**src/rtl/irq_route_pkg.sv**
```systemverilog
package irq_route_pkg;
  parameter int PIRQ_COUNT     = 8;
  parameter int PIC_LINES      = 16;
  parameter int APIC_LINES     = 24;
  parameter int APIC_PIRQ_BASE = 16;
  parameter int IRQ_FIELD_W    = 4;
  parameter int ROUTE_W        = 8;
  parameter int DISC_BIT       = 7;
  parameter int ADDR_W         = 4;
  parameter int SCI_SEL_W      = 3;
  parameter int LINE_W         = 5;
  parameter int SLOT_W         = 5;
  parameter int INTX_W         = 2;
  parameter int FIXED_SLOT     = 30;

  localparam int PIRQ_IDX_W = $clog2(PIRQ_COUNT);
  localparam int SCI_ADDR   = PIRQ_COUNT;
  localparam logic [ROUTE_W-1:0] ROUTE_RESET = ROUTE_W'(1) << DISC_BIT;

  typedef struct packed {
    logic [PIRQ_COUNT-1:0] routeWr;
    logic                  sciWr;
  } regStrobes_t;

  typedef struct packed {
    logic              valid;
    logic [LINE_W-1:0] line;
  } sciDest_t;

  function automatic sciDest_t sciDecode(logic [SCI_SEL_W-1:0] code);
    sciDest_t d;
    d.valid = 1'b1;
    case (code)
      3'd0:    d.line = LINE_W'(9);
      3'd1:    d.line = LINE_W'(10);
      3'd2:    d.line = LINE_W'(11);
      3'd3:    d.line = LINE_W'(20);
      3'd4:    d.line = LINE_W'(21);
      default: begin d.valid = 1'b0; d.line = '0; end
    endcase
    return d;
  endfunction
endpackage

```
**src/rtl/irq_route_ctrl.sv**
```systemverilog
module irq_route_ctrl
  import irq_route_pkg::*;
(
  input  logic              wrEn,
  input  logic [ADDR_W-1:0] wrAddr,
  output regStrobes_t       strobes
);
  for (genvar n = 0; n < PIRQ_COUNT; n++) begin : g_dec
    assign strobes.routeWr[n] = wrEn && (wrAddr == ADDR_W'(n));
  end
  assign strobes.sciWr = wrEn && (wrAddr == ADDR_W'(SCI_ADDR));
endmodule

```
**src/rtl/irq_route_dp.sv**
```systemverilog
module irq_route_dp
  import irq_route_pkg::*;
(
  input  logic                                clk,
  input  logic                                rstN,
  input  regStrobes_t                         strobes,
  input  logic [ROUTE_W-1:0]                  wrData,
  input  logic [ADDR_W-1:0]                   rdAddr,
  output logic [ROUTE_W-1:0]                  rdData,
  input  logic [PIRQ_COUNT-1:0]               pirqLevel,
  input  logic                                sciLevel,
  output logic [PIC_LINES-1:0]                picLevel,
  output logic [APIC_LINES-1:0]               apicLevel,
  output logic [PIRQ_COUNT-1:0][ROUTE_W-1:0]  routeTable,
  output logic [SCI_SEL_W-1:0]                sciSel
);
  // routing state
  for (genvar n = 0; n < PIRQ_COUNT; n++) begin : g_route
    always_ff @(posedge clk) begin
      if (!rstN)                   routeTable[n] <= ROUTE_RESET;
      else if (strobes.routeWr[n]) routeTable[n] <= wrData;
    end
  end

  always_ff @(posedge clk) begin
    if (!rstN)              sciSel <= '0;
    else if (strobes.sciWr) sciSel <= wrData[SCI_SEL_W-1:0];
  end

  sciDest_t sciDest;
  assign sciDest = sciDecode(sciSel);

  // PIC side: one vote per PIRQ per line
  logic [PIC_LINES-1:0][PIRQ_COUNT-1:0] picVote;
  for (genvar k = 0; k < PIC_LINES; k++) begin : g_pic
    for (genvar n = 0; n < PIRQ_COUNT; n++) begin : g_vote
      assign picVote[k][n] = pirqLevel[n] & ~routeTable[n][DISC_BIT] &
                             (routeTable[n][IRQ_FIELD_W-1:0] == IRQ_FIELD_W'(k));
    end
    assign picLevel[k] = (|picVote[k]) |
                         (sciLevel & sciDest.valid & (sciDest.line == LINE_W'(k)));
  end

  // APIC side: fixed PIRQ lines plus SCI
  for (genvar g = 0; g < APIC_LINES; g++) begin : g_apic
    logic pirqPart;
    if (g >= APIC_PIRQ_BASE && g < APIC_PIRQ_BASE + PIRQ_COUNT) begin : g_fixed
      assign pirqPart = pirqLevel[g - APIC_PIRQ_BASE];
    end else begin : g_none
      assign pirqPart = 1'b0;
    end
    assign apicLevel[g] = pirqPart |
                          (sciLevel & sciDest.valid & (sciDest.line == LINE_W'(g)));
  end

  // read port
  always_comb begin
    rdData = '0;
    if (rdAddr < ADDR_W'(PIRQ_COUNT))
      rdData = routeTable[rdAddr[PIRQ_IDX_W-1:0]];
    else if (rdAddr == ADDR_W'(SCI_ADDR))
      rdData = ROUTE_W'(sciSel);
  end
endmodule

```
**src/rtl/irq_slot_map.sv**
```systemverilog
module irq_slot_map
  import irq_route_pkg::*;
(
  input  logic [SLOT_W-1:0]     slot,
  input  logic [INTX_W-1:0]     intx,
  output logic [PIRQ_IDX_W-1:0] pirq
);
  logic [INTX_W-1:0] rot;
  assign rot = slot[INTX_W-1:0] + intx;   // modulo-4 wrap
  always_comb begin
    if (slot == SLOT_W'(FIXED_SLOT)) pirq = {1'b1, intx};
    else                             pirq = {1'b1, rot};
  end
endmodule

```
**src/rtl/irq_router.sv**
```systemverilog
module irq_router
  import irq_route_pkg::*;
(
  input  logic                  clk,
  input  logic                  rstN,
  input  logic                  wrEn,
  input  logic [ADDR_W-1:0]     wrAddr,
  input  logic [ROUTE_W-1:0]    wrData,
  input  logic [ADDR_W-1:0]     rdAddr,
  output logic [ROUTE_W-1:0]    rdData,
  input  logic [PIRQ_COUNT-1:0] pirqLevel,
  input  logic                  sciLevel,
  input  logic [SLOT_W-1:0]     mapSlot,
  input  logic [INTX_W-1:0]     mapIntx,
  output logic [PIRQ_IDX_W-1:0] mapPirq,
  output logic [PIC_LINES-1:0]  picLevel,
  output logic [APIC_LINES-1:0] apicLevel
);
  regStrobes_t                        strobes;
  logic [PIRQ_COUNT-1:0][ROUTE_W-1:0] routeTable;
  logic [SCI_SEL_W-1:0]               sciSel;

  irq_route_ctrl u_ctrl (
    .wrEn(wrEn), .wrAddr(wrAddr), .strobes(strobes)
  );

  irq_route_dp u_dp (
    .clk(clk), .rstN(rstN), .strobes(strobes), .wrData(wrData),
    .rdAddr(rdAddr), .rdData(rdData), .pirqLevel(pirqLevel),
    .sciLevel(sciLevel), .picLevel(picLevel), .apicLevel(apicLevel),
    .routeTable(routeTable), .sciSel(sciSel)
  );

  irq_slot_map u_map (
    .slot(mapSlot), .intx(mapIntx), .pirq(mapPirq)
  );
endmodule

```
**config.mk**
```make
export PLATFORM = sky130hd
export DESIGN_NAME = irq_router
export DESIGN_NICKNAME = d
export VERILOG_FILES = /design/src/rtl/irq_route_pkg.sv /design/src/rtl/irq_route_ctrl.sv /design/src/rtl/irq_route_dp.sv /design/src/rtl/irq_slot_map.sv /design/src/rtl/irq_router.sv
export SDC_FILE = /design/constraint.sdc
export NUM_CORES = 1
export LEC_CHECK = 0
export ABC_AREA = 1
export CAP_MARGIN = 30
export CORE_MARGIN = 2
export CORE_UTILIZATION = 30
export CTS_CLUSTER_DIAMETER = 50
export DETAILED_ROUTE_END_ITERATION = 16
export HOLD_SLACK_MARGIN = 0.06
export PLACE_DENSITY_LB_ADDON = 0.25
export SYNTH_ARGS = -nofsm -noshare
export SYNTH_HDL_FRONTEND = slang
export SYNTH_SLANG_ARGS = --single-unit
```
**constraint.sdc**
```tcl
create_clock -name clk -period 1.55 [get_ports clk]
set_input_delay 0.31 -clock clk [delete_from_list [all_inputs] [get_ports clk]]
set_output_delay 0.31 -clock clk [all_outputs]
set_load 0.1 [all_outputs]
```
After elaboration in Yosys (flattened, before gate mapping). Index checks and enable logic that the tools add are counted.

Add/subtract/negate cells: 1. Order comparisons: 2. Equality and inequality tests: 157. Mux-type cells: 7. Bitwise gates (word level): 193. Reduce and logical (&&, ||, !) cells: 37.

Operators with widths (number): $eq A4 B4 Y1 const B (66); $and A1 B1 Y1 (161); $eq A4 B3 Y1 const B (36); $reduce_or A8 Y1 (16); $eq A4 B2 Y1 const B (18); $eq A5 B5 Y1 const B (9); $eq A5 B4 Y1 const B (8); $eq A4 B1 Y1 const B (9); $logic_not A4 Y1 (9); $pmux W5 S5 (1); $bmux W8 S3 (1); $or A1 B1 Y1 (24); $eq A5 B3 Y1 const B (4); $mux W8 (2); $eq A5 B2 Y1 const B (2); $logic_and A1 B1 Y1 (9); $not A1 Y1 (8); $eq A3 B2 Y1 const B (2); $eq A5 B1 Y1 const B (1); $logic_not A5 Y1 (1); $reduce_or A5 Y1 (1); $lt A3 B4 Y1 const B (1); $lt A4 B4 Y1 const B (1); $eq A3 B1 Y1 const B (1); 6 further kinds (6).

Register bits: 67. Input port bits: 35. Output and inout bits: 51. Logic and storage cells: 406.

Depth between registers and ports, before layout. Gate-level depths: netlist (run 1).

Word-level depth: 6. Depth in mapped cells: 8. Gate-level depth less buffers: 7.

By module. From an unflattened synthesis (run 1), not the netlist that was laid out.

Cells, all modules: 863. Area total of the unflattened synthesis: 4927.2 um^2.

By module, submodules not included: irq_route_dp (times used 1, cells an instance 818, area an instance 4724.5 um^2, seq. area each 1341.3 um^2); irq_slot_map (times used 1, cells an instance 24, area an instance 120.1 um^2, seq. area each 0.0 um^2); irq_route_ctrl (times used 1, cells an instance 21, area an instance 82.6 um^2, seq. area each 0.0 um^2).

Worst setup path before layout (run 1). Ideal clock, no wire load.

Path kind: reg2out. Start: register u_dp.sciSel[2]. End: output apicLevel[20]. Arrival time: 2771 ps. Required time: 1240 ps. Slack: -1531 ps. Stages on the path, launching flop included: 4. Path buffers: 0. Cell sequence: dfxtp_1 -> nor2_1 -> inv_1 -> o31ai_1.

Word-level cells in the longest chain between the ends: 6. Elaborated cells between the ends (all ways): 12. Classes of those cells: 5 x eq/ne; 2 x mux; 3 x bitwise; 2 x reduce/logical.

Ends and longest elaborated chain: from (decl) (line irq_route_dp.sv:15) `output logic [SCI_SEL_W-1:0] sciSel`; from (signal assigned) (line irq_route_dp.sv:27) `else if (strobes.sciWr) sciSel <= wrData[SCI_SEL_W-1:0];`; parallel branches: the longest is 4 deep, another holds $pmux W5 S5; $and A1 B1 Y1 (*) (line irq_route_dp.sv:53) `(sciLevel & sciDest.valid & (sciDest.line == LINE_W'(g)));`; $or A1 B1 Y1 (*) (line irq_route_dp.sv:52) `assign apicLevel[g] = pirqPart |`; to (decl) (line irq_router.sv:17) `output logic [APIC_LINES-1:0] apicLevel`.

Every way passes the cells marked *.

Final worst setup path (run 1).
Start: register u_dp.routeTable[39] in the netlist's numbering. End: output picLevel[8].

Word-level cells in the longest chain between the ends: 5.

Ends and longest elaborated chain: from (decl) (line irq_route_dp.sv:14) `output logic [PIRQ_COUNT-1:0][ROUTE_W-1:0] routeTable,`; from (signal, indexed assignment) (line irq_route_dp.sv:21) `else if (strobes.routeWr[n]) routeTable[n] <= wrData;`; $not A1 Y1 (line irq_route_dp.sv:37) `assign picVote[k][n] = pirqLevel[n] & ~routeTable[n][DISC_BIT] &`; $and A1 B1 Y1 (2 in series) (line irq_route_dp.sv:37); $reduce_or A8 Y1 (line irq_route_dp.sv:40) `assign picLevel[k] = (|picVote[k]) |`; $or A1 B1 Y1 (line irq_route_dp.sv:40); to (decl) (line irq_router.sv:16) `output logic [PIC_LINES-1:0] picLevel,`.

No other way between the ends.

==> qor.csv, run 1 <==
stage,metric,value,unit
run_status,status,"finished, violations left",
run_status,violations,setup timing,
drt,routed_via_density,5.03,
min_path,min-delay-start,u_dp.routeTable[6],
drt,route.detailed.drc,0,
synth,syn-cell-area,0.00490,mm^2
synth,synth-main-ff-cell,dfxtp_1,
synth,yosys-top-cells-area,"dfxtp_1, nand3_1, nand2_1, nor2_1, inv_1",
worst_setup_path,reg2reg_depth,3,
die,num_io_pins,86,
synth,synth_top_cell_area_share,0.273,
synth,yosysTopAreaCell,dfxtp_1,
grt,grt_pass1_vias,5953,
min_path,hold_end,u_dp.routeTable[6],
place,dp_cells,1201,
worst_setup_path,crit_arrival,1.55,ns
grt,antenna_found_initial,0,
die,start_util,0.308,
synth,synth_most_common_cell,nand2_1,
die,rows,46,
flow_run,drv_cap,0,
power,power.density,598,mW/mm^2
drt,dr_wl_met3,1.24,mm
grt,grt_max_degree,68,
worst_setup_path,crit_path_end_kind,primary output,
power,seq_power_share,0.330,
sta,finalSetupViolCount,29,
drt,drtIter0Drc,498,
power,p_leak,4.06,nW
drt,routed.top_layer,met4,
synth,yosys-top-cells-count,"nand2_1, nand3_1, nor2_1",
grt,grtUsageTotal,0.223,
synth,synth_top_family_by_area,simple AND/OR/NAND/NOR gates,
synth,synthArstFlopShare,0,
grt,grt_pass1_wl,30.9,mm
cts,insertion_delay,0.33,ns
synth,syn_inst,853,
drt,ant_nets,0,
sta,grt_setup_unrepaired,true,
power,peakVddDrop,0.000493,V
cts,cts.sinks,67,
worst_setup_path,crit_type,reg -> out,
drt,firstDrtPassIters,5,
synth,synthSimpleGateAreaFrac,0.454,
drt,vias,6250,
sta,drv_slew,0,
finish,layout.nets,1059,
finish,drive_gt1_frac,0.519,
cts,htree_levels,3,
cts,root_buffer,clkbuf_16,
synth,synth_compound_area_frac,0.129,
sta,fin_crit_sh,1.20,
power,p_sw_frac,0.328,
worst_setup_path,cp-start-kind,flip-flop,
sta,fin_skew,0,ns
worst_setup_path,path_max_fanout,8,
drt,wl_per_cell,15.7,um
place,port_buffers,71,
grt,overflow,0,
cts,clk_pin_slew,0.06,ns
die,die_area,0.0174,mm^2
cts,cts_buffer_depth,2,
synth,syn_avg_cell_area,5.75,um^2
synth,synthXorXnorAreaFrac,0,
worst_setup_path,r2r_end,u_dp.routeTable[3],
finish,syn_to_final_growth,83.6,%
sta,fin_ws,-0.306,ns
drt,wirelength,19.6,mm
sta,max_freq,539,MHz
power,combPwrFrac,0.289,
finish,diodes,0,
finish,final_cells,1243,
synth,synth_cell_types,24,
synth,seq_area_frac_synth,0.273,
finish,fin_util,0.565,
sta,finalHoldViolations,0,
synth,synth_warnings,0,
cts,cts_buffers,9,
place,preCtsSetupSlack,-0.625,ns
die,die_w,132,um
cts,cts_hold_buf,0,
synth,synthAdderAreaFrac,0.00255,
place,gp_congestion,0.898,
worst_setup_path,rrSetupSlack,0.74,ns
die,die_h,132,um
synth,synth_edf_count,0,
min_path,whs_path_depth,2,
power,power,5.39,mW
worst_setup_path,cp.required,1.24,ns
power,clockPowerShare,0.381,
cts,cts_tree,yes,
worst_setup_path,crit-reg2reg-launch,u_dp.routeTable[3],
power,p_sw,1.77,mW
drt,wl_met2,9.85,mm
power,internal_power,3.62,mW
min_path,hold_class,reg -> reg,
synth,synth-seq-cells,67,
die,core,0.0159,mm^2
drt,wl_met1,8.10,mm
sta,finalCriticalPeriod,1.86,ns
place,hpwl,13.9,mm
synth,muxShareOfSynthArea,0,
[registers in the layout, indices dropped and copies added (netlist names)]
| signal | flops |
|---|---|
| u_dp.routeTable | 64 |
| u_dp.sciSel | 3 |
[cell usage in the layout (no fill, tap or decap), types with 3 or more instances in the layout]
cell type | Yosys | layout
buf_16 | 0 | 3
nand2_1 | 182 | 99
buf_4 | 28 | 74
o21ai_1 | 14 | 18
clkdlybuf4s50_1 | 0 | 15
nand2_2 | 0 | 59
nor2_4 | 4 | 46
o211ai_1 | 13 | 13
clkbuf_16 | 0 | 10
nand2_4 | 0 | 23
inv_1 | 91 | 42
conb_1 | 2 | 14
nand3_4 | 0 | 10
nand3_1 | 161 | 101
dfxtp_1 | 67 | 20
a21oi_1 | 38 | 38
dlygate4sd2_1 | 0 | 13
nor2_2 | 2 | 44
buf_12 | 0 | 47
nor2_1 | 151 | 67
buf_6 | 0 | 39
inv_2 | 5 | 37
nand3_2 | 7 | 57
dfxtp_2 | 0 | 21
o21ai_0 | 53 | 46
nand4_1 | 4 | 4
dfxtp_4 | 0 | 26
inv_4 | 0 | 14
[layer usage]
metal  track usage  up-vias
li1              -     3098
met1         0.278     2871
met2         0.395      243
met3        0.0354       38
met4        0.0634        0
met5             0        -
[through the flow]
step | cell area, um^2 | hold WS (ns) | TNS, ns
3_5_place_dp | 7120 | 0.447 | -25.57
3_3_place_gp | 7120 | 0.443 | -24.61
6_report | 9000 | 0.455 | -6.36
4_1_cts | 8520 | 0.455 | -6.33
5_1_grt | 9000 | 0.476 | -7.73
2_1_floorplan | 5270 | 0.429 | -0.807
[worst max-delay path, cell delays in order (launching register included)]
cell,delay [ns]
dfxtp_4,0.35
nor2_4,0.19
clkbuf_16,0.20
nand3_2,0.08
nand2_2,0.09
nor2_2,0.06
nand2_4,0.06
buf_12,0.16
[worst max path at each step]
stage	startpoint	to	slack, ns	cells past startpoint
floorplan	sciLevel	picLevel[9]	-0.16	6
global placement	pirqLevel[7]	picLevel[5]	-0.61	8
detailed placement	pirqLevel[7]	picLevel[7]	-0.63	8
CTS	u_dp.routeTable[39]	picLevel[2]	-0.28	7
global route	u_dp.routeTable[39]	picLevel[0]	-0.35	7
finish	u_dp.routeTable[39]	picLevel[8]	-0.31	7
[power by group through the flow]
stage          sequential, mW  combinational (mW)  clock [mW]
2_1_floorplan            1.82               0.871           0
3_3_place_gp             1.83                1.33           0
3_5_place_dp             1.83                1.34           0
4_1_cts                  1.79                1.48        2.07
5_1_grt                  1.78                1.63        2.16
6_report                 1.78                1.55        2.05
[logic make-up (layout without fill, tap and decap cells)]
| family | count (synthesis) | after routing |
|---|---|---|
| AOI/OAI and AO/OA | 119 | 119 |
| adders and majority gates | 1 | 1 |
| and+or+nand+nor | 514 | 514 |
| DFF | 67 | 67 |
| buffers and inverters | 150 | 312 |
| other | 2 | 14 |
[area by class of cell]
class,count,area (um^2)
repair inverters,1,8.76
clock inverters,2,35.0
clock buffers,13,260
fillers,1442,6940
flip-flops and latches,67,1470
inverters,97,433
multi-input cells,648,4130
well taps,216,270
repair buffers,199,2400
[timing repair]
| item | in CTS | in global routing |
|---|---|---|
| setup buffers | 10 | 7 |
| endpoints found under the setup margin | 31 | 44 |
| pin swaps | 84 | 56 |
| resized for setup | 348 | 133 |
| cloned | 11 | 0 |
Power figures use the tool's default switching activity.
==> run 2: changes to the inputs <==
--- a/config.mk
+++ b/config.mk
@@ -5,7 +5,6 @@
 export SDC_FILE = /design/constraint.sdc
 export NUM_CORES = 1
 export LEC_CHECK = 0
-export ABC_AREA = 1
 export CAP_MARGIN = 30
 export CORE_MARGIN = 2
 export CORE_UTILIZATION = 30
@@ -13,6 +12,7 @@
 export DETAILED_ROUTE_END_ITERATION = 16
 export HOLD_SLACK_MARGIN = 0.06
 export PLACE_DENSITY_LB_ADDON = 0.25
+export SKIP_CTS_REPAIR_TIMING = 1
 export SYNTH_ARGS = -nofsm -noshare
 export SYNTH_HDL_FRONTEND = slang
 export SYNTH_SLANG_ARGS = --single-unit
==> run 2 against run 1 <==
  * The flow still finishes with violations (setup timing)
  * Sequential cell count unchanged
  * Largest cell class unchanged
  * Count of clock-buffer cells in the layout unchanged
  * Clock power down 9%
  * Hold slack better by 0.014 ns
  * Clock skew unchanged
  * Die area down 5.0%
  * Via count down 21%
  * Area after synthesis down 5.2%
  * Cell count down 26%
  * Largest power group unchanged
  * Maximum frequency down 16%
  * Power down 11%
==> qor.csv, run 2 <==
stage,metric,value,unit,change
worst_setup_path,crit_type,reg -> out,,unchanged
finish,layout.nets,764,,"was 1,059"
die,rows,45,,was 46
synth,synthArstFlopShare,0,,unchanged
cts,clk_pin_slew,0.06,ns,about the same
cts,insertion_delay,0.33,ns,about the same
min_path,hold_class,reg -> reg,,unchanged
die,core,0.0152,mm^2,was 0.0159 mm^2
finish,largest_reg_flops,64,,unchanged
sta,fin_crit_sh,1.42,,was 1.20
finish,reg_top3,"u_dp.routeTable: 64 flops, u_dp.sciSel: 3 flops",,unchanged
place,preCtsSetupSlack,-0.921,ns,was -0.625 ns
synth,seq_area_frac_synth,0.288,,was 0.273
finish,regMostFlops,u_dp.routeTable,,unchanged
drt,route.detailed.drc,0,,unchanged
power,peakVddDrop,0.000480,V,was 0.000493 V
synth,yosysTopAreaCell,dfxtp_1,,unchanged
die,die_h,129,um,was 132 um
place,gp_congestion,0.914,,was 0.898
sta,finalHoldViolations,0,,unchanged
worst_setup_path,crit_path_end_kind,primary output,,unchanged
drt,routed_via_density,5.34,,was 5.03
synth,syn_avg_cell_area,8.60,um^2,was 5.75 um^2
sta,maxSlewHeadroom,0.653,,
power,p_leak,3.44,nW,was 4.06 nW
power,power,4.81,mW,was 5.39 mW
run_status,violations,setup timing,,unchanged
finish,final_common_cell,buf_4,,was nand3_1
grt,grt_pass1_wl,27.3,mm,was 30.9 mm
flow_run,drv_cap,0,,unchanged
sta,tightest_slew,0.518,ns,
place,placed_area,0.00736,mm^2,was 0.00712 mm^2
cts,cts.sinks,67,,unchanged
sta,hold_ws,0.469,ns,was 0.455 ns
finish,final_cells,920,,"was 1,243"
synth,synth_edf_count,0,,unchanged
cts,cts_buffers,9,,unchanged
drt,vias,4913,,"was 6,250"
cts,htree_levels,3,,unchanged
synth,synth_top_cell_area_share,0.288,,was 0.273
place,dp_cells,887,,"was 1,201"
grt,grtUsageTotal,0.218,,was 0.223
sta,fin_ws,-0.655,ns,was -0.306 ns
synth,synth_warnings,0,,unchanged
synth,synth-seq-cells,67,,unchanged
grt,overflow,0,,unchanged
drt,ant_nets,0,,unchanged
die,start_util,0.306,,was 0.308
grt,grt_max_degree,36,,was 68
finish,fin_util,0.556,,was 0.565
grt,grt_pass1_vias,4924,,"was 5,953"
sta,finalCriticalPeriod,2.21,ns,was 1.86 ns
synth,synth_most_common_cell,dfxtp_1,,was nand2_1
grt,antenna_found_initial,0,,unchanged
place,hpwl,14.4,mm,was 13.9 mm
synth,synth_cell_types,55,,was 24
finish,diodes,0,,unchanged
worst_setup_path,cp-start-kind,flip-flop,,unchanged
drt,firstDrtPassIters,4,,was 5
die,die_w,129,um,was 132 um
place,port_buffers,71,,unchanged
synth,syn_inst,541,,was 853
worst_setup_path,path_max_fanout,4,,was 8
synth,syn-cell-area,0.00465,mm^2,was 0.00490 mm^2
die,die_area,0.0165,mm^2,was 0.0174 mm^2
sta,finalSetupViolCount,28,,was 29
cts,root_buffer,clkbuf_16,,unchanged
sta,drv_slew,0,,unchanged
worst_setup_path,crit_arrival,1.90,ns,was 1.55 ns
finish,drive_gt1_frac,0.537,,was 0.519
run_status,status,"finished, violations left",,unchanged
drt,wirelength,18.6,mm,was 19.6 mm
power,power.density,568,mW/mm^2,was 598 mW/mm^2
cts,cts_tree,yes,,unchanged
sta,fin_skew,0,ns,unchanged
sta,grt_setup_unrepaired,true,,unchanged
finish,fin_area,0.00846,mm^2,was 0.00900 mm^2
sta,tns,-13.23,ns,was -6.36 ns
finish,layout_common_cells,"buf_4, nor2b_1, mux2i_1",,"was nand3_1, nand2_1, buf_4"
drt,wl_per_cell,20.2,um,was 15.7 um
synth,yosys-top-cells-area,"dfxtp_1, mux2i_1, nor2b_1, mux4_2, nand3_1",,"was dfxtp_1, nand3_1, nand2_1, nor2_1, inv_1"
worst_setup_path,cp.required,1.24,ns,about the same
finish,syn_to_final_growth,81.9,%,was 83.6%
sta,max_freq,453,MHz,was 539 MHz
synth,yosys-top-cells-count,"dfxtp_1, mux2i_1, nor2b_1",,"was nand2_1, nand3_1, nor2_1"
die,num_io_pins,86,,unchanged
synth,synth-main-ff-cell,dfxtp_1,,unchanged
cts,cts_buffer_depth,2,,unchanged
drt,drtIter0Drc,318,,was 498
[run 2: power breakdown]
part | leakage [nW] | internal, mW | switching [mW]
combinational | 2.75 | 0.479 | 0.706
sequential | 0.557 | 1.73 | 0.0302
clock | 0.132 | 1.16 | 0.700
total | 3.44 | 3.37 | 1.44
[run 2: critical path: stages, from the launching register on]
cell,delay (ns)
dfxtp_2,0.35
or4bb_4,0.61
nor3_4,0.25
a211oi_2,0.08
nand2_4,0.10
buf_12,0.17
[run 2: area by class of cell]
cell class,count,area (um^2)
fill,1315,6740
multi-input combinational,420,4040
timing repair buffer,225,2470
sequential,67,1420
clock buffer,13,260
tap,188,235
inverter,5,21.3
clock inverter,2,12.5
[run 2: kinds of logic (layout without fill, tap and decap cells)]
logic type | after synthesis | in the layout | synth area share
buf+inv | 66 | 245 | 0.0732
mux | 73 | 73 | 0.193
compound gates | 86 | 86 | 0.128
simple gates | 245 | 245 | 0.311
other cells | 2 | 14 | 0.00161
flops | 67 | 67 | 0.288
fa+ha+maj | 1 | 1 | 0.00269
xor+xnor | 1 | 1 | 0.00188
[run 2: path summary, 6_finish.rpt]
| kind | end | cells past startpoint | startpoint | slack [ns] |
|---|---|---|---|---|
| setup / recovery | picLevel[8] | 5 | u_dp.routeTable[43] | -0.66 |
| hold / removal | u_dp.routeTable[5] | 2 | u_dp.routeTable[5] | 0.47 |
| setup reg to reg | u_dp.sciSel[2] | 4 | u_dp.sciSel[2] | 0.61 |
| hold reg to reg | u_dp.routeTable[5] | 2 | u_dp.routeTable[5] | 0.47 |
[run 2: per-layer routing]
layer | global-route usage | wire [um]
met1 | 0.263 | 7690
met3 | 0.0249 | 718
met5 | 0 | 0
met2 | 0.394 | 9510
met4 | 0.0934 | 684
